File: src/rtl/scan_pkg.sv
package scan_pkg;

    // Read-back sequencer states
    typedef enum logic [1:0] {
        ST_IDLE  = 2'd0,   // nothing captured since reset
        ST_SHIFT = 2'd1,   // chain bits pending
        ST_DONE  = 2'd2    // chain fully shifted out
    } rd_state_e;

endpackage

File: src/rtl/scan_passthru.sv
// Fixed-depth delay line for serial programming data.
module scan_passthru #(
    parameter int DEPTH = 14
) (
    input  logic clk,
    input  logic rst_n,
    input  logic adv,
    input  logic din,
    output logic tail
);

    logic [DEPTH-1:0] pipe_q;

    always_ff @(posedge clk) begin
        if (!rst_n) begin
            pipe_q <= '0;
        end else if (adv) begin
            pipe_q <= {pipe_q[DEPTH-2:0], din};
        end
    end

    assign tail = pipe_q[DEPTH-1];

endmodule

File: src/rtl/scan_snapshot.sv
// Parallel snapshot of all committed select words, read one slice at a time.
module scan_snapshot #(
    parameter  int NUM_SLICES = 37,
    parameter  int SEL_W      = 6,
    localparam int SL_W       = $clog2(NUM_SLICES + 1)
) (
    input  logic                        clk,
    input  logic                        rst_n,
    input  logic                        cap_ev,
    input  logic [NUM_SLICES*SEL_W-1:0] sel_flat,
    input  logic [SL_W-1:0]             rd_idx,
    output logic [SEL_W-1:0]            rd_sel
);

    logic [SEL_W-1:0] slot_q [NUM_SLICES];

    generate
        for (genvar g = 0; g < NUM_SLICES; g++) begin : g_slot
            always_ff @(posedge clk) begin
                if (!rst_n) begin
                    slot_q[g] <= '0;
                end else if (cap_ev) begin
                    slot_q[g] <= sel_flat[g*SEL_W +: SEL_W];
                end
            end
        end
    endgenerate

    always_comb begin
        rd_sel = '0;
        if (rd_idx < SL_W'(NUM_SLICES)) begin
            rd_sel = slot_q[rd_idx];
        end
    end

endmodule

File: src/rtl/scan_seq.sv
// Read-back sequencer: chain position, word pattern and slice order.
module scan_seq
    import scan_pkg::*;
#(
    parameter  int NUM_SLICES  = 37,
    parameter  int WORD_W      = 7,
    parameter  int CHAIN_WORDS = 69,
    parameter  int VALID_RUN   = 4,
    parameter  int PAD_RUN     = 4,
    localparam int CHAIN_BITS  = CHAIN_WORDS * WORD_W,
    localparam int PERIOD      = VALID_RUN + PAD_RUN,
    localparam int IDX_W       = $clog2(CHAIN_BITS + 1),
    localparam int BP_W        = $clog2(WORD_W),
    localparam int WI_W        = $clog2(CHAIN_WORDS + 1),
    localparam int PH_W        = $clog2(PERIOD),
    localparam int SL_W        = $clog2(NUM_SLICES + 1)
) (
    input  logic             clk,
    input  logic             rst_n,
    input  logic             cap_ev,
    input  logic             shf_ev,
    output rd_state_e        state,
    output logic [IDX_W-1:0] bit_idx,
    output logic [BP_W-1:0]  bit_pos,
    output logic             word_live,
    output logic [SL_W-1:0]  slice_sel
);

    rd_state_e        st_q, st_nx;
    logic [IDX_W-1:0] idx_q;
    logic [BP_W-1:0]  pos_q;
    logic [WI_W-1:0]  word_q;
    logic [PH_W-1:0]  phase_q;
    logic [SL_W-1:0]  done_slices_q;
    logic             last_bit;
    logic             step;

    assign last_bit = (idx_q == IDX_W'(CHAIN_BITS - 1));
    assign step     = shf_ev && (st_q == ST_SHIFT);

    // state register
    always_ff @(posedge clk) begin
        if (!rst_n) begin
            st_q <= ST_IDLE;
        end else begin
            st_q <= st_nx;
        end
    end

    // next state: T_CAPTURE and T_LAST
    always_comb begin
        st_nx = st_q;
        unique case (st_q)
            ST_IDLE: begin
                if (cap_ev) st_nx = ST_SHIFT;
            end
            ST_SHIFT: begin
                if (cap_ev)                st_nx = ST_SHIFT;
                else if (shf_ev && last_bit) st_nx = ST_DONE;
            end
            ST_DONE: begin
                if (cap_ev) st_nx = ST_SHIFT;
            end
            default: st_nx = ST_IDLE;
        endcase
    end

    // chain position counters
    always_ff @(posedge clk) begin
        if (!rst_n || cap_ev) begin
            idx_q         <= '0;
            pos_q         <= '0;
            word_q        <= '0;
            phase_q       <= '0;
            done_slices_q <= '0;
        end else if (step) begin
            idx_q <= idx_q + 1'b1;
            if (pos_q == BP_W'(WORD_W - 1)) begin
                pos_q   <= '0;
                word_q  <= word_q + 1'b1;
                phase_q <= (phase_q == PH_W'(PERIOD - 1)) ? '0 : phase_q + 1'b1;
                if (word_live) begin
                    done_slices_q <= done_slices_q + 1'b1;
                end
            end else begin
                pos_q <= pos_q + 1'b1;
            end
        end
    end

    // outputs
    always_comb begin
        state     = st_q;
        bit_idx   = idx_q;
        bit_pos   = pos_q;
        word_live = ((phase_q < PH_W'(VALID_RUN)) ||
                     (word_q == WI_W'(CHAIN_WORDS - 1))) &&
                    (done_slices_q < SL_W'(NUM_SLICES));
        slice_sel = SL_W'(NUM_SLICES - 1) - done_slices_q;
    end

endmodule

File: src/rtl/scan_readback.sv
// Top: serial read-back of committed crossbar select words.
module scan_readback
    import scan_pkg::*;
#(
    parameter  int NUM_SLICES  = 37,
    parameter  int SEL_W       = 6,
    parameter  int CHAIN_WORDS = 69,
    parameter  int VALID_RUN   = 4,
    parameter  int PAD_RUN     = 4,
    parameter  int FILLER_POS  = 2,
    parameter  int PASS_DEPTH  = 14,
    localparam int WORD_W      = SEL_W + 1,
    localparam int CHAIN_BITS  = CHAIN_WORDS * WORD_W,
    localparam int IDX_W       = $clog2(CHAIN_BITS + 1),
    localparam int BP_W        = $clog2(WORD_W),
    localparam int SL_W        = $clog2(NUM_SLICES + 1)
) (
    input  logic                        clk,
    input  logic                        rst_n,
    input  logic                        bit_tick,
    input  logic                        serial_en,
    input  logic                        scan_en,
    input  logic                        sdin,
    input  logic [NUM_SLICES*SEL_W-1:0] sel_flat,
    output logic                        sdout
);

    logic             counted;
    logic             cap_ev;
    logic             shf_ev;
    logic             pipe_tail;
    rd_state_e        rd_state;
    logic [IDX_W-1:0] bit_idx;
    logic [BP_W-1:0]  bit_pos;
    logic             word_live;
    logic [SL_W-1:0]  slice_sel;
    logic [SEL_W-1:0] rd_sel;
    logic [WORD_W-1:0] word;
    logic             rb_bit;

    assign counted = bit_tick && serial_en;
    assign cap_ev  = counted && !scan_en;
    assign shf_ev  = counted && scan_en;

    scan_passthru #(
        .DEPTH (PASS_DEPTH)
    ) u_pass (
        .clk   (clk),
        .rst_n (rst_n),
        .adv   (counted),
        .din   (sdin),
        .tail  (pipe_tail)
    );

    scan_snapshot #(
        .NUM_SLICES (NUM_SLICES),
        .SEL_W      (SEL_W)
    ) u_snap (
        .clk      (clk),
        .rst_n    (rst_n),
        .cap_ev   (cap_ev),
        .sel_flat (sel_flat),
        .rd_idx   (slice_sel),
        .rd_sel   (rd_sel)
    );

    scan_seq #(
        .NUM_SLICES  (NUM_SLICES),
        .WORD_W      (WORD_W),
        .CHAIN_WORDS (CHAIN_WORDS),
        .VALID_RUN   (VALID_RUN),
        .PAD_RUN     (PAD_RUN)
    ) u_seq (
        .clk       (clk),
        .rst_n     (rst_n),
        .cap_ev    (cap_ev),
        .shf_ev    (shf_ev),
        .state     (rd_state),
        .bit_idx   (bit_idx),
        .bit_pos   (bit_pos),
        .word_live (word_live),
        .slice_sel (slice_sel)
    );

    // word layout: select bits with a constant low filler inserted
    always_comb begin
        word = '0;
        for (int j = 0; j < WORD_W; j++) begin
            if (j < FILLER_POS) begin
                word[j] = rd_sel[j];
            end else if (j > FILLER_POS) begin
                word[j] = rd_sel[j-1];
            end
        end
    end

    assign rb_bit = (rd_state == ST_SHIFT) && word_live &&
                    word[BP_W'(WORD_W - 1) - bit_pos];

    assign sdout = scan_en ? rb_bit : pipe_tail;

endmodule

File: config.mk
export PLATFORM = sky130hd
export DESIGN_NAME = scan_readback
export DESIGN_NICKNAME = d
export VERILOG_FILES = /design/src/rtl/scan_pkg.sv /design/src/rtl/scan_passthru.sv /design/src/rtl/scan_snapshot.sv /design/src/rtl/scan_seq.sv /design/src/rtl/scan_readback.sv
export SDC_FILE = /design/constraint.sdc
export NUM_CORES = 1
export LEC_CHECK = 0
export ABC_AREA = 0
export BUFFER_PORTS_ARGS = -buffer_cell sky130_fd_sc_hd__buf_2
export CORE_UTILIZATION = 29
export CTS_BUF_LIST = sky130_fd_sc_hd__clkbuf_4 sky130_fd_sc_hd__clkbuf_8
export DETAILED_ROUTE_END_ITERATION = 7
export SLEW_MARGIN = 20
export SYNTH_ARGS = -nofsm -noshare
export SYNTH_HDL_FRONTEND = slang
export SYNTH_SLANG_ARGS = --single-unit
export TNS_END_PERCENT = 20
File: constraint.sdc
create_clock -name clk -period 8.7 [get_ports clk]
set_input_delay 0.435 -clock clk [delete_from_list [all_inputs] [get_ports clk]]
set_output_delay 0.435 -clock clk [all_outputs]
set_load 0.005 [all_outputs]
Yosys cells after proc, flatten, opt, wreduce, memory -nomap -nowiden
Memory sizes are Yosys's and may differ from the RTL's.
Index checks and enable logic that the tools add are counted.

word-level totals
  flip-flop bits (word level) = 44
  RAM bits = 222
  input port bits = 228
  output and inout port bits = 1
  word-level logic and storage cells = 132
  memories kept = 1

cells by class
  add/sub/neg operators = 7
  order comparisons = 4
  equal/unequal tests = 8
  multiplexer cells = 51
  bitwise gates (word level) = 37
  reductions and logical operators = 17

memory list
  memory         depth  width  read ports  clocked after Yosys merged registers in  wr ports  RTL line             text
  u_snap.slot_q  37     6      1           0                                        37        scan_snapshot.sv:15  logic [SEL_W-1:0] slot_q [NUM_SLICES];

operator list
  operator             number
  $mux 6               38
  $or 1x1->1           37
  $lt 6x6->1 const B   2
  $add 9x1->9 const B  1
  $eq 9x9->1 const B   1
  $logic_and 1x1->1    8
  $add 7x1->7 const B  1
  $eq 7x7->1 const B   1
  $add 3x1->3 const B  2
  $add 6x1->6 const B  1
  $eq 3x3->1 const B   2
  $mux 1               6
  $mux 2               3
  $mux 3               2
  $sub 6x6->6 const A  1
  $lt 3x4->1 const B   1
  $pmux 2 s2           1
  $reduce_and 2->1     2
  $bmux 1 s3           1
  $lt 3x3->1 const B   1
  $ne 3x1->1 const B   1
  $reduce_and 3->1     1
  $sub 3x3->3 const A  1
  $eq 2x1->1 const B   1
  other kinds (6)      8

Longest topological paths before layout
  depth after elaboration = 7
  gate-level depth with buffers = 15
  mapped depth without buffers = 9

Hierarchy
Synthesis repeated with hierarchy kept, for this count alone.

unflattened totals
  cells, all modules = 928
  area, all modules = 12540.8 um2

modules (own cells, without submodules)
  module         instances  cells an instance  area an instance (um2)  seq. area each (um2)
  scan_snapshot  1          685                10313.6                 6666.4
  scan_seq       1          184                1571.5                  600.6
  scan_passthru  1          45                 543.0                   280.3
  scan_readback  1          14                 112.6                   0.0

Worst setup path after synthesis
No wires, ideal clock.

  path type = input to register
  start point = in bit_tick
  end point = mem u_snap.slot_q[0][0], enable pin
  setup time = 0.673 ns
  data arrival time = 7.127 ns
  data required time = 8.027 ns
  setup slack = 0.900 ns
  stages on the path = 4
  buffers on the path = 2
  cell sequence = nand2_1 clkbuf_1 o21ai_0 clkbuf_1

RTL lines
  what         RTL line             text
  from (decl)  scan_readback.sv:20  input logic bit_tick,
  to (decl)    scan_snapshot.sv:15

Final worst setup path
  start point = reg u_seq.done_slices_q[0]
  end point = out sdout

on the way
  word-level cells in the longest chain between the ends = 7
  elaborated cells between the ends (all ways) = 11
  classes of those cells = 1 x add/sub; 2 x order compare; 4 x mux; 3 x reduce/logical; 1 x memory

RTL lines
  what                                               RTL line              text
  from (decl)                                        scan_seq.sv:34        logic [SL_W-1:0] done_slices_q;
  from (signal assigned)                             scan_seq.sv:83        done_slices_q <= done_slices_q + 1'b1;
  $sub 6x6->6                                        scan_seq.sv:99        slice_sel = SL_W'(NUM_SLICES - 1) - done_slices_q;
  $mem_v2 37x6 / $lt 6x6->1 (equally long branches)  -
  $mux 6                                             scan_snapshot.sv:31   if (rd_idx < SL_W'(NUM_SLICES)) begin
  $bmux 1 s3                                         scan_readback.sv:98   word[BP_W'(WORD_W - 1) - bit_pos];
  $mux 1 (not written as such)                       scan_readback.sv:98
  $logic_and 1x1->1 *                                scan_readback.sv:97   assign rb_bit = (rd_state == ST_SHIFT) && word_live &&
  $mux 1 *                                           scan_readback.sv:100  assign sdout = scan_en ? rb_bit : pipe_tail;
  to (decl)                                          scan_readback.sv:25   output logic sdout

Every way passes the cells marked *; elsewhere a longest branch is shown, timed or not. The select of a mux whose other input is x is not followed.

==> results.json <==
{
  "clock_path_buffers": 3,
  "root_buffer": "clkbuf_8",
  "worstPathMaxFanout": 39,
  "end_kind": "output pin",
  "ys_warn_count": 0,
  "r2r-start": "u_seq.bit_pos[0]$_SDFFE_PP0P_",
  "fmax_ghz": 0.202,
  "vias_per_cell": 4.52,
  "critPathKind": "reg2out",
  "power.density_mw_per_mm2": 188,
  "cts_tree": "yes",
  "area_growth_syn_to_layout_pct": 21.5,
  "tns_ns": 0,
  "rsz0062_at_grt": "false",
  "chipHeight_um": 207,
  "setup_viol": 0,
  "synth_nets": 1133,
  "p_leak_uw": 0.00555,
  "ctsHoldBuffers": 0,
  "cp.arrival_ns": 4.51,
  "drc": 3,
  "fill_cells": 4044,
  "seq_area_mm2": 0.00755,
  "drt_iter0_drc": 457,
  "final.period_utilization_pct": 56.8,
  "worstHoldStart": "sel_flat[50]",
  "yosys_register_bits": 266,
  "max_slew_margin_pct": 34.8,
  "cts_max_level": 2,
  "r2r_cells": 8,
  "synth.area.top_cells": "edfxtp_1 55%, and2_1 11%, mux4_2 10%",
  "grtUsageMet3_pct": 2.89,
  "drive_gt1_share_pct": 32.4,
  "hold_path.class": "in2reg",
  "boundaryPins": 229,
  "cpLargestDelayFamily": "flip-flops",
  "grt_overflow": 0,
  "fp.dieW_um": 207,
  "required_ns": 8.27,
  "grt.met2_usage_pct": 23.3,
  "max-cap-violations": 0,
  "path_cells": "inv_1, ha_4, xor2_4, mux4_2, nor2_1, or4_1, nand4_1, o21ai_1, o31ai_2, buf_2",
  "grt_max_degree": 174,
  "hpwl_um": 20400,
  "status": "finished, violations left",
  "grt_pass1_vias": 7944,
  "die_area_mm2": 0.0428,
  "synth_cells": 893,
  "multiInputGateArea_mm2": 0.00439,
  "critPathBufInv": 2,
  "num_vias": 7659,
  "final.min_clock_period_ns": 4.94,
  "grt_pass1_wl_um": 44400,
  "setup.worst_path.start": "u_seq.done_slices_q[0]$_SDFFE_PP0P_",
  "synthFlopType": "edfxtp_1",
  "async_reset_ff_share_pct": 0,
  "antenna_found_initial": 3,
  "slowest_delay_ns": 0.84,
  "ant_nets": 0,
  "cp-start-kind": "flip-flop",
  "wl_um": 29400,
  "drt_pass1_iterations": 8,
  "start_util_pct": 29.6,
  "synth_cell_types": 57,
  "synth_largest_area_cell": "edfxtp_1",
  "top_usage_layer": "met2",
  "met1_usage_pct": 17.4,
  "finalNetCount": 1363,
  "gp_congestion": 0.795,
  "synth_top_area_share_pct": 54.7,
  "hold_viol_final": 0,
  "post_cts_buffers": 0,
  "grtUsageTotal_pct": 13.9,
  "cts_made_buffers": 47,
  "synth_seq_area_share_pct": 61.9,
  "clkTransAtPathRegs_ns": 0.06,
  "total_power_uw": 2780,
  "finalClockSkew_ns": 0.0229,
  "tightest_slew_ns": 0.978,
  "portBuffers": 228,
  "clk_latency_ns": 0.60,
  "whs_path_depth": 2,
  "violations": "design-rule violations",
  "report.final.slew_viol_count": 0,
  "synth.avg_cell_area_um2": 13.6,
  "peakVddDrop_v": 0.0000946,
  "post_cts_resized": 0,
  "fp.coreArea_mm2": 0.0411,
  "clkSinkCount": 266,
  "crit_slowest_cell": "dfxtp_4",
  "row_count": 74,
  "whs_ns": 0.117,
  "path_depth": 10,
  "syn-cell-area_mm2": 0.0122,
  "synth_edf_count": 222,
  "wl_per_cell_um": 17.4
}
layout by cell type, fill, tap and decap left out, types with 11 or more instances in the layout:
| cell | instances |
|---|---|
| a21oi_1 | 12 |
| edfxtp_1 | 222 |
| inv_1 | 11 |
| xor2_1 | 13 |
| a21boi_0 | 15 |
| clkbuf_8 | 50 |
| clkinv_1 | 15 |
| ha_1 | 11 |
| nor2_1 | 34 |
| buf_2 | 228 |
| nand2_1 | 82 |
| nand3_1 | 21 |
| mux4_2 | 55 |
| and2_1 | 224 |
| dfxtp_1 | 43 |
| clkbuf_4 | 15 |
metal layers:
layer | vias up | wire [um] | part of all wire (%)
met2 | 211 | 14600 | 49
met1 | 3691 | 12400 | 42
met4 | 0 | 955 | 3.2
li1 | 3692 | - | -
met5 | - | 0 | 0
met3 | 65 | 1500 | 5.1
per-stage QoR:
| step | std cells | instance area, um^2 | setup slack [ns] | util [%] |
|---|---|---|---|---|
| 3_3_place_gp | 1606 | 13900 | 4.34 | 33.7 |
| 6_report | 1694 | 14800 | 3.76 | 36.0 |
| 5_1_grt | 1692 | 14800 | 3.40 | 36.0 |
| 2_1_floorplan | 893 | 12200 | 0.900 | - |
| 4_1_cts | 1691 | 14800 | 3.56 | 36.0 |
| 3_5_place_dp | 1606 | 13900 | 4.23 | 33.7 |
area by class of cell:
| cell class | instances | share of cell area (%) |
|---|---|---|
| timing repair buffer | 236 | 8.20 |
| clock inverter | 20 | 0.862 |
| clock buffer | 65 | 5.41 |
| multi-input combinational | 561 | 29.7 |
| sequential | 266 | 51.0 |
| antenna | 3 | 0.0507 |
| tap | 532 | 4.50 |
| inverter | 11 | 0.279 |
sequential cells by signal, indices dropped and copies added (netlist names):
signal	flops
u_pass.pipe_q	14
u_seq.bit_pos	3
u_seq.state	2
u_seq.phase_q	3
u_seq.word_q	7
u_seq.done_slices_q	6
u_seq.bit_idx	9
u_snap.slot_q	222
worst register-to-register path, cell delays in order, from the launching register on:
cell     delay (ns)
dfxtp_1        0.47
inv_1          0.17
ha_1           0.21
nand2_1        0.11
nor4_2         0.66
and2_0         0.43
nand4_1        0.21
o21ba_2        0.28
nor2_1         0.07
power breakdown:
part | internal (uW) | switching, uW | leakage, uW | total [uW]
Sequential | 1460 | 23.7 | 0.00254 | 1490
Clock | 627 | 519 | 0.000487 | 1150
Combinational | 77.5 | 74.1 | 0.00252 | 152
Total | 2170 | 617 | 0.00555 | 2780
synth_stat cells, types with 2 or more instances:
master / instances
buf_4: 3
nand4_1: 9
a21boi_0: 15
o211a_1: 2
mux4_2: 55
nand3_1: 21
a311oi_1: 2
buf_2: 9
clkbuf_1: 38
inv_1: 11
mux2i_1: 7
o21ai_0: 7
a21oi_1: 12
xor2_1: 13
a221oi_1: 2
and2_1: 224
xnor2_1: 9
ha_1: 12
buf_6: 4
nand2_1: 82
and2_0: 2
nor2b_1: 2
dfxtp_1: 44
and3_1: 5
or3_1: 3
nor3_1: 7
nand2b_1: 2
edfxtp_1: 222
a211oi_1: 3
nor3b_1: 2
o21ai_1: 3
nor2_1: 34
o211ai_1: 3
cell families after synthesis:
family	after synthesis	synth area share, %
compound gates	62	3.66
xor+xnor	23	1.71
fa+ha+maj	12	1.23
buf+inv	66	2.46
flops	266	61.9
mux	63	10.8
simple gates	401	18.2
final timing paths:
path / slack [ns] / to
max: 3.76 / sdout
min: 0.12 / u_snap.slot_q[8][2]$_SDFFCE_PN0P_
max reg2reg: 6.05 / u_seq.done_slices_q[5]$_SDFFE_PP0P_
min reg2reg: 0.46 / u_seq.phase_q[1]$_SDFFE_PP0P_
(Power assumes the default switching activity.)
